==> src/rtl/cfe_pkg.sv <==
`timescale 1ns/1ps
package cfe_pkg;
  typedef enum logic {
    DIR_TX = 1'b0,
    DIR_RX = 1'b1
  } dir_e;

  typedef struct packed {
    logic active;
    logic empty;
    logic avail;
    logic full;
    logic half;
  } lvl_t;
endpackage

==> src/rtl/cfe_word_fifo.sv <==
`timescale 1ns/1ps
module cfe_word_fifo #(
  parameter int W = 32,
  parameter int DEPTH = 16,
  localparam int AW = $clog2(DEPTH),
  localparam int LW = AW + 1
) (
  input  logic          clk,
  input  logic          rst_n,
  input  logic          push,
  input  logic [W-1:0]  push_data,
  input  logic          pop,
  output logic [W-1:0]  head,
  output logic [LW-1:0] level,
  output logic          full,
  output logic          empty
);
  logic [W-1:0]  mem [DEPTH];
  logic [AW-1:0] wr_q, rd_q;
  logic [LW-1:0] lvl_q;

  function automatic logic [AW-1:0] bump(input logic [AW-1:0] p);
    return (p == AW'(DEPTH - 1)) ? '0 : p + 1'b1;
  endfunction

  always_ff @(posedge clk) begin
    if (push) mem[wr_q] <= push_data;
  end

  always_ff @(posedge clk or negedge rst_n) begin
    if (!rst_n) begin
      wr_q  <= '0;
      rd_q  <= '0;
      lvl_q <= '0;
    end else begin
      if (push) wr_q <= bump(wr_q);
      if (pop)  rd_q <= bump(rd_q);
      lvl_q <= lvl_q + LW'(push) - LW'(pop);
    end
  end

  assign head  = mem[rd_q];
  assign level = lvl_q;
  assign full  = (lvl_q == LW'(DEPTH));
  assign empty = (lvl_q == '0);

  // the gating upstream never lets a word in while full
  p_no_overflow_r11: assert property (@(posedge clk) disable iff (!rst_n)
    push |-> (!full || pop));
  // the gating upstream never removes a word while empty
  p_no_underflow_r12: assert property (@(posedge clk) disable iff (!rst_n)
    pop |-> !empty);
endmodule

==> src/rtl/cfe_byte_engine.sv <==
`timescale 1ns/1ps
module cfe_byte_engine
  import cfe_pkg::*;
#(
  parameter int W = 32,
  parameter int LEN_W = 16
) (
  input  logic             clk,
  input  logic             rst_n,
  input  logic             load,
  input  logic [LEN_W-1:0] load_len,
  input  logic             en,
  input  dir_e             dir,
  input  logic             fifo_full,
  input  logic             fifo_empty,
  input  logic [W-1:0]     fifo_head,
  input  logic             card_rd_valid,
  output logic             card_rd_ready,
  input  logic [7:0]       card_rd_data,
  output logic             card_wr_valid,
  input  logic             card_wr_ready,
  output logic [7:0]       card_wr_data,
  output logic             eng_push,
  output logic [W-1:0]     eng_push_data,
  output logic             eng_pop,
  output logic [LEN_W-1:0] cnt
);
  localparam int BPW    = W / 8;
  localparam int BW     = $clog2(BPW);
  localparam int LEFT_W = BW + 1;

  logic [LEN_W-1:0]  cnt_q;
  logic [W-1:0]      pack_q, hold_q, packed_next;
  logic [BW-1:0]     idx_q;
  logic [LEFT_W-1:0] left_q;
  logic rd_fire, wr_fire, have, last_byte, live;

  assign live      = en && (cnt_q != '0);
  assign last_byte = (cnt_q == LEN_W'(1));
  assign have      = (left_q != '0);

  assign card_rd_ready = live && (dir == DIR_RX) && !fifo_full;
  assign rd_fire       = card_rd_valid && card_rd_ready;
  assign packed_next   = pack_q | ({{(W-8){1'b0}}, card_rd_data} << {idx_q, 3'b000});
  assign eng_push      = rd_fire && ((idx_q == BW'(BPW - 1)) || last_byte);
  assign eng_push_data = packed_next;

  assign card_wr_valid = live && (dir == DIR_TX) && (have || !fifo_empty);
  assign card_wr_data  = have ? hold_q[7:0] : fifo_head[7:0];
  assign wr_fire       = card_wr_valid && card_wr_ready;
  assign eng_pop       = wr_fire && !have;

  always_ff @(posedge clk or negedge rst_n) begin
    if (!rst_n) begin
      cnt_q  <= '0;
      pack_q <= '0;
      hold_q <= '0;
      idx_q  <= '0;
      left_q <= '0;
    end else if (load) begin
      cnt_q  <= load_len;
      pack_q <= '0;
      hold_q <= '0;
      idx_q  <= '0;
      left_q <= '0;
    end else begin
      if (rd_fire) begin
        cnt_q <= cnt_q - 1'b1;
        if (eng_push) begin
          pack_q <= '0;
          idx_q  <= '0;
        end else begin
          pack_q <= packed_next;
          idx_q  <= idx_q + 1'b1;
        end
      end
      if (wr_fire) begin
        cnt_q <= cnt_q - 1'b1;
        if (last_byte) begin
          left_q <= '0;
        end else if (!have) begin
          hold_q <= fifo_head >> 8;
          left_q <= LEFT_W'(BPW - 1);
        end else begin
          hold_q <= hold_q >> 8;
          left_q <= left_q - 1'b1;
        end
      end
    end
  end

  assign cnt = cnt_q;

  // each moved byte takes exactly one off the countdown
  p_cnt_step_r6: assert property (@(posedge clk) disable iff (!rst_n)
    ((rd_fire || wr_fire) && !load) |=> (cnt_q == $past(cnt_q) - 1'b1));
  // no byte moved, no change to the countdown
  p_cnt_hold_r6: assert property (@(posedge clk) disable iff (!rst_n)
    (!rd_fire && !wr_fire && !load) |=> $stable(cnt_q));
  // the final byte discards any unsent lanes
  p_last_drop_r5: assert property (@(posedge clk) disable iff (!rst_n)
    (wr_fire && last_byte) |=> (left_q == '0 && !card_wr_valid));
  // the last received byte always flushes the packing register
  p_tail_flush_r4: assert property (@(posedge clk) disable iff (!rst_n)
    (rd_fire && last_byte) |=> (idx_q == '0 && pack_q == '0));
endmodule

==> src/rtl/cfe_level_flags.sv <==
`timescale 1ns/1ps
module cfe_level_flags
  import cfe_pkg::*;
#(
  parameter int DEPTH = 16,
  localparam int LW = $clog2(DEPTH) + 1
) (
  input  logic          clk,
  input  logic          rst_n,
  input  logic          en,
  input  dir_e          dir,
  input  logic [LW-1:0] level,
  output lvl_t          rx,
  output lvl_t          tx
);
  localparam logic [LW-1:0] HALF = LW'(DEPTH / 2);
  localparam logic [LW-1:0] TOP  = LW'(DEPTH);

  logic on_rx, on_tx;
  assign on_rx = en && (dir == DIR_RX);
  assign on_tx = en && (dir == DIR_TX);

  always_comb begin
    rx.active = on_rx;
    rx.empty  = on_rx && (level == '0);
    rx.avail  = on_rx && (level != '0);
    rx.full   = on_rx && (level == TOP);
    rx.half   = on_rx && (level >= HALF);
    tx.active = on_tx;
    tx.empty  = on_tx && (level == '0);
    tx.avail  = on_tx && (level != '0);
    tx.full   = on_tx && (level == TOP);
    tx.half   = on_tx && (level <= HALF);
  end

  // a full receive queue is also at least half full
  p_full_half_r9: assert property (@(posedge clk) disable iff (!rst_n)
    rx.full |-> (rx.half && rx.avail));
  // a full transmit queue is never reported half empty
  p_tx_full_r9: assert property (@(posedge clk) disable iff (!rst_n)
    tx.full |-> !tx.half);
endmodule

==> src/rtl/card_fifo_engine.sv <==
`timescale 1ns/1ps
module card_fifo_engine
  import cfe_pkg::*;
#(
  parameter int W = 32,
  parameter int DEPTH = 16,
  parameter int LEN_W = 16,
  localparam int BW = $clog2(W / 8),
  localparam int WC_W = LEN_W - BW + 1
) (
  input  logic             clk,
  input  logic             rst_n,
  input  logic             start,
  input  logic             start_dir,
  input  logic [LEN_W-1:0] start_len,
  input  logic             push_valid,
  output logic             push_ready,
  input  logic [W-1:0]     push_data,
  input  logic             pop_req,
  output logic [W-1:0]     pop_data,
  output logic             pop_err,
  input  logic             card_rd_valid,
  output logic             card_rd_ready,
  input  logic [7:0]       card_rd_data,
  output logic             card_wr_valid,
  input  logic             card_wr_ready,
  output logic [7:0]       card_wr_data,
  output logic             busy,
  output logic [LEN_W-1:0] byte_count,
  output logic [WC_W-1:0]  word_count,
  output logic             data_end,
  output logic             block_end,
  output logic             rx_active,
  output logic             rx_empty,
  output logic             rx_avail,
  output logic             rx_half_full,
  output logic             rx_full,
  output logic             tx_active,
  output logic             tx_empty,
  output logic             tx_avail,
  output logic             tx_half_empty,
  output logic             tx_full
);
  localparam int LW  = $clog2(DEPTH) + 1;
  localparam int BPW = W / 8;

  logic en_q, dend_q, bend_q, err_q, start_ok;
  dir_e dir_q;
  logic [LEN_W-1:0] cnt;
  logic [LW-1:0] level;
  logic f_push, f_pop, f_full, f_empty, host_push, host_pop;
  logic eng_push, eng_pop;
  logic [W-1:0] f_head, eng_push_data, f_wdata;
  logic [LEN_W:0] cnt_ext;
  lvl_t rx, tx;

  assign start_ok = start && !en_q;

  always_ff @(posedge clk or negedge rst_n) begin
    if (!rst_n) begin
      en_q   <= 1'b0;
      dir_q  <= DIR_TX;
      dend_q <= 1'b0;
      bend_q <= 1'b0;
      err_q  <= 1'b0;
    end else if (start_ok) begin
      en_q   <= 1'b1;
      dir_q  <= dir_e'(start_dir);
      dend_q <= 1'b0;
      bend_q <= 1'b0;
      err_q  <= 1'b0;
    end else begin
      if (en_q && cnt == '0) begin
        dend_q <= 1'b1;
        bend_q <= 1'b1;
        if (f_empty) en_q <= 1'b0;
      end
      if (pop_req && dir_q == DIR_RX && f_empty) err_q <= 1'b1;
    end
  end

  assign push_ready = en_q && (dir_q == DIR_TX) && (cnt != '0) && !f_full;
  assign host_push  = push_valid && push_ready;
  assign host_pop   = pop_req && (dir_q == DIR_RX) && !f_empty;
  assign f_push     = (dir_q == DIR_RX) ? eng_push : host_push;
  assign f_wdata    = (dir_q == DIR_RX) ? eng_push_data : push_data;
  assign f_pop      = (dir_q == DIR_RX) ? host_pop : eng_pop;
  assign pop_data   = (dir_q == DIR_RX && !f_empty) ? f_head : '0;

  cfe_word_fifo #(.W(W), .DEPTH(DEPTH)) u_fifo (
    .clk(clk), .rst_n(rst_n), .push(f_push), .push_data(f_wdata),
    .pop(f_pop), .head(f_head), .level(level), .full(f_full), .empty(f_empty)
  );

  cfe_byte_engine #(.W(W), .LEN_W(LEN_W)) u_engine (
    .clk(clk), .rst_n(rst_n), .load(start_ok), .load_len(start_len),
    .en(en_q), .dir(dir_q), .fifo_full(f_full), .fifo_empty(f_empty),
    .fifo_head(f_head), .card_rd_valid(card_rd_valid),
    .card_rd_ready(card_rd_ready), .card_rd_data(card_rd_data),
    .card_wr_valid(card_wr_valid), .card_wr_ready(card_wr_ready),
    .card_wr_data(card_wr_data), .eng_push(eng_push),
    .eng_push_data(eng_push_data), .eng_pop(eng_pop), .cnt(cnt)
  );

  cfe_level_flags #(.DEPTH(DEPTH)) u_flags (
    .clk(clk), .rst_n(rst_n), .en(en_q), .dir(dir_q), .level(level),
    .rx(rx), .tx(tx)
  );

  assign cnt_ext    = {1'b0, cnt} + (LEN_W + 1)'(BPW - 1);
  assign word_count = cnt_ext[LEN_W:BW];
  assign byte_count = cnt;
  assign busy       = en_q;
  assign data_end   = dend_q;
  assign block_end  = bend_q;
  assign pop_err    = err_q;

  assign rx_active     = rx.active;
  assign rx_empty      = rx.empty;
  assign rx_avail      = rx.avail;
  assign rx_half_full  = rx.half;
  assign rx_full       = rx.full;
  assign tx_active     = tx.active;
  assign tx_empty      = tx.empty;
  assign tx_avail      = tx.avail;
  assign tx_half_empty = tx.half;
  assign tx_full       = tx.full;

  // the engine only turns itself off with nothing left to move
  p_auto_off_r8: assert property (@(posedge clk) disable iff (!rst_n)
    $fell(en_q) |-> ($past(cnt) == '0 && $past(f_empty)));
  // completion flags persist until a new transfer is accepted
  p_done_sticky_r7: assert property (@(posedge clk) disable iff (!rst_n)
    (dend_q && !start_ok) |=> dend_q);
  // the empty-pop error persists until a new transfer is accepted
  p_err_sticky_r12: assert property (@(posedge clk) disable iff (!rst_n)
    (err_q && !start_ok) |=> err_q);
  // a start while busy leaves the latched direction alone
  p_busy_start_r2: assert property (@(posedge clk) disable iff (!rst_n)
    (start && en_q) |=> $stable(dir_q));
endmodule

==> config.mk <==
export PLATFORM = sky130hd
export DESIGN_NAME = card_fifo_engine
export DESIGN_NICKNAME = d
export VERILOG_FILES = /design/src/rtl/cfe_pkg.sv /design/src/rtl/cfe_word_fifo.sv /design/src/rtl/cfe_byte_engine.sv /design/src/rtl/cfe_level_flags.sv /design/src/rtl/card_fifo_engine.sv
export SDC_FILE = /design/constraint.sdc
export NUM_CORES = 1
export LEC_CHECK = 0
export BUFFER_PORTS_ARGS = -buffer_cell sky130_fd_sc_hd__buf_4
export CAP_MARGIN = 20
export CORE_MARGIN = 4
export CORE_UTILIZATION = 40
export CTS_BUF_LIST = sky130_fd_sc_hd__clkbuf_16
export DETAILED_ROUTE_END_ITERATION = 12
export MAX_ROUTING_LAYER = met4
export PLACE_DENSITY = 0.69
export SYNTH_ARGS = -nofsm -noshare
export SYNTH_HDL_FRONTEND = slang
export SYNTH_SLANG_ARGS = --single-unit
==> constraint.sdc <==
create_clock -name clk -period 3.3 [get_ports clk]
set_input_delay 0.495 -clock clk [delete_from_list [all_inputs] [get_ports clk]]
set_output_delay 0.495 -clock clk [all_outputs]
set_load 0.005 [all_outputs]
==> summary.md <==
| Metric | Value |
|---|---|
| Status | finished with violations |
| Violated checks | setup timing |
| Overflow after GRT | 0 |
| Core Area | roughly 62000 um2 |
| Post-Syn Nets | 1600 |
| Final wirelength | between 60 and 70 mm |
| Top-count cell post-synth | edfxtp_1 |
| Sequential area share after synthesis | 70.4% |
| Largest net degree at the start of global routing | 74 |
| Initial Util | slightly above 40% |
| Area growth, synth to finish | 22.9% |
| Worst Path Max Fanout | 9 |
| Seq cells post-synth | 606 |
| Async set or reset register ratio after synthesis | ~16% |
| Die height | around 260 um |
| Post-layout nets | ~1900 |
| First-pass GRT wire length | a little over 100 mm |
| Worst hold margin | ~70 ps |
| Placed insts | roughly 2500 |
| Critical Path Start Type | flip-flop |
| DPL Wire Length | around 42 mm |
| Pwr dens | 870 nW/um2 |
| Area share of the largest cell type after synthesis | between 60% and 70% |
| DRC violations left | 0 |
| WP data arrival | roughly 2800 ps |
| Max_slew headroom | between 20% and 30% |
| Final Wtd Congestion | roughly 0.81 |
| Worst Hold Class | in -> reg |
| Fin crit share | 100% |
| CTS root buf | clkbuf_16 |
| Reg clk slew, reported paths | approximately 60 ps |
| PortBufs | approximately 150 |
| Mapped Area | about 25000 um2 |
| Synth area leaders | edfxtp_1 (61%), mux4_2 (11%), dfrtp_1 (9.3%) |
| GRT Overall Usage | between 20% and 30% |
| Initial antenna violation count | 0 |
| Num rows | between 90 and 100 |
| Vias in the first global route | ~15000 |
| Vias per cell | roughly 5.7 |
| Library cells used by synthesis | 65 |
| Clock buffer depth | 3 |
| Worst slack at placement | 154 ps |
| Ant. Diodes | 0 |
| CTS tree | done |
| Maximum clock frequency | 0.302 GHz |
| TritonRoute pass-1 iters | 5 |
| Skew final | roughly 22 ps |
| Sum of negative setup slack | -16.2 ps |
| Avg Inst Size Synth | 16.6 um2 |
| Count of pins over their slew limit | 0 |
| DRT antenna net count | 0 |
| Die area | 67000 um2 |
| Worst skew pair latency | approximately 630 ps |
| Area leader, netlist | edfxtp_1 |
| Power Total | between 20 and 30 mW |
| Die W | 259 um |
| Final setup vio count | 1 |
| CTS Sinks | 606 |
| DRT iter0 DRCs | around 1600 |
| Worst-Margin Slew | between 1000 and 1500 ps |
| Max-cap violations | 0 |
| Crit end category | primary output |
| Max IR drop VDD | between 0.4 and 0.5 mV |
| Share of layout cells above drive strength 1 | about a third |
| CTS Buf Count | 61 |
| RSZ-0062 raised after global routing | yes |
| Non-filler cells, final | between 2000 and 3000 |
| Mapped Cells | around 1500 |
| Ys flop type | edfxtp_1 |
| Min cycle time layout | between 3000 and 4000 ps |
| Routed len/inst | about 26 um |
| IO Count | around 150 |
| # H-tree levels | 2 |
| Post-synth top cells | edfxtp_1 (512), nor2_1 (167), mux4_2 (128) |
| Post-synth EDFFs | slightly above 500 |
| Final worst slack | -16.2 ps |
| Leak | ~11 nW |
| Via Count | 15200 |
| Synth warn | 0 |
| Worst Path Required | around 2800 ps |
| Fillers | ~5000 |
| Crit path kind | reg -> out |
| Fin. Hold Viols | 0 |
[power breakdown]
part | switching (mW) | internal [mW] | total [mW] | leakage (nW)
sequential | 0.529 | 9.52 | 10.0 | 5.77
combinational | 5.26 | 4.66 | 9.92 | 4.21
clock | 2.93 | 4.05 | 6.98 | 0.999
[worst max-delay path: stages (launching register included)]
cell       delay (ps)
dfrtp_4           440
buf_12            180
clkbuf_16         190
mux4_2            490
a22o_1            240
a221oi_2          260
buf_4             210
nor2_1             50
buf_4             140
[flip-flops by register name, indices dropped and copies added, names as in the netlist]
signal           count
u_engine.hold_q     24
u_fifo.rd_q          4
u_fifo.mem         512
pop_err              1
u_engine.pack_q     32
block_end            1
dir_q                1
u_engine.left_q      3
u_fifo.wr_q          4
u_engine.cnt        16
busy                 1
u_fifo.level         5
u_engine.idx_q       2
[cell families after synthesis]
logic type                 count (synthesis)  share of synthesized area, %
muxes                                    150                          12.4
AOI/OAI and AO/OA                        260                          7.08
xor gates and xnor gates                  20                         0.695
adders and majority gates                 19                         0.974
DFF                                      606                          70.4
buffers and inverters                    136                          2.41
and+or+nand+nor                          326                          6.07
[metrics by stage]
stage | area (um2) | utilization [%]
floorplan | 25200 | -
global placement | 28200 | 45.4
detailed placement | 28200 | 45.4
CTS | 30600 | 49.4
global route | 31000 | 49.9
finish | 31000 | 49.9
[area by class of cell]
type	count	area [um2]	share of cell area (%)
repair buffers	318	2960	9.57
multi-input cells	775	7100	22.9
well taps	837	1050	3.38
clock inverters	50	503	1.62
flip-flops and latches	606	17700	57.3
inverters	19	71.3	0.230
clock buffers	62	1550	5.01
[path summary, 6_finish.rpt]
path | from | cells after the start | slack [ps] | to
setup reg to reg | u_engine.cnt[0]$_DFFE_PN0P_ | 9 | 230 | u_fifo.mem[5][5]$_DFFE_PP_
hold reg to reg | u_engine.cnt[0]$_DFFE_PN0P_ | 1 | 490 | u_engine.cnt[0]$_DFFE_PN0P_
max in group asynchronous | rst_n | 4 | 2040 | u_engine.pack_q[13]$_DFFE_PN0P_
min in group asynchronous | rst_n | 2 | 380 | u_engine.cnt[10]$_DFFE_PN0P_
hold / removal | start_dir | 3 | 70 | dir_q$_DFFE_PN0P_
setup / recovery | u_fifo.rd_q[0]$_DFFE_PN0N_ | 8 | -20 | pop_data[28]
[metal layers]
metal	GRT usage [%]	share of wire, %
met1	27.0	40
met3	2.99	6.7
met2	34.4	51
met5	-	0
met4	4.86	2.0
[layout by cell type, fill, tap and decap left out, types with 5 or more instances in the layout]
cell	netlist	final
a21oi_1	92	88
a221oi_2	0	5
a22o_1	41	40
a31oi_1	45	45
and2_1	10	5
and2_2	0	5
and3_1	18	6
and3_2	0	12
buf_12	1	29
buf_4	3	269
buf_6	4	10
bufinv_16	0	8
clkbuf_16	0	64
clkinv_1	0	15
clkinv_2	0	10
clkinvlp_4	0	8
dfrtp_1	94	91
edfxtp_1	512	512
ha_1	18	18
inv_1	19	24
mux2_2	13	13
mux2i_1	9	8
mux4_2	128	128
nand2_1	45	44
nand3_1	32	32
nand4_1	9	9
nor2_1	167	149
nor2_2	0	10
nor2_4	0	8
nor2b_1	8	6
nor4_1	6	6
o21ai_0	26	19
o21ai_1	2	6
o221ai_2	12	12
o22a_1	9	9
xnor2_1	12	12
xor2_1	8	8
[timing repair]
action                                 4_1_cts  5_1_grt
setup endpoints to repair                   40       37
setup buffers                               18       13
gates cloned                                 3        2
endpoints found under the hold margin        0       33
pin swaps                                    4        3
hold buffers                                 0        1
gates resized for setup                     42       30
No activity file was read; power rests on OpenSTA's default activity.
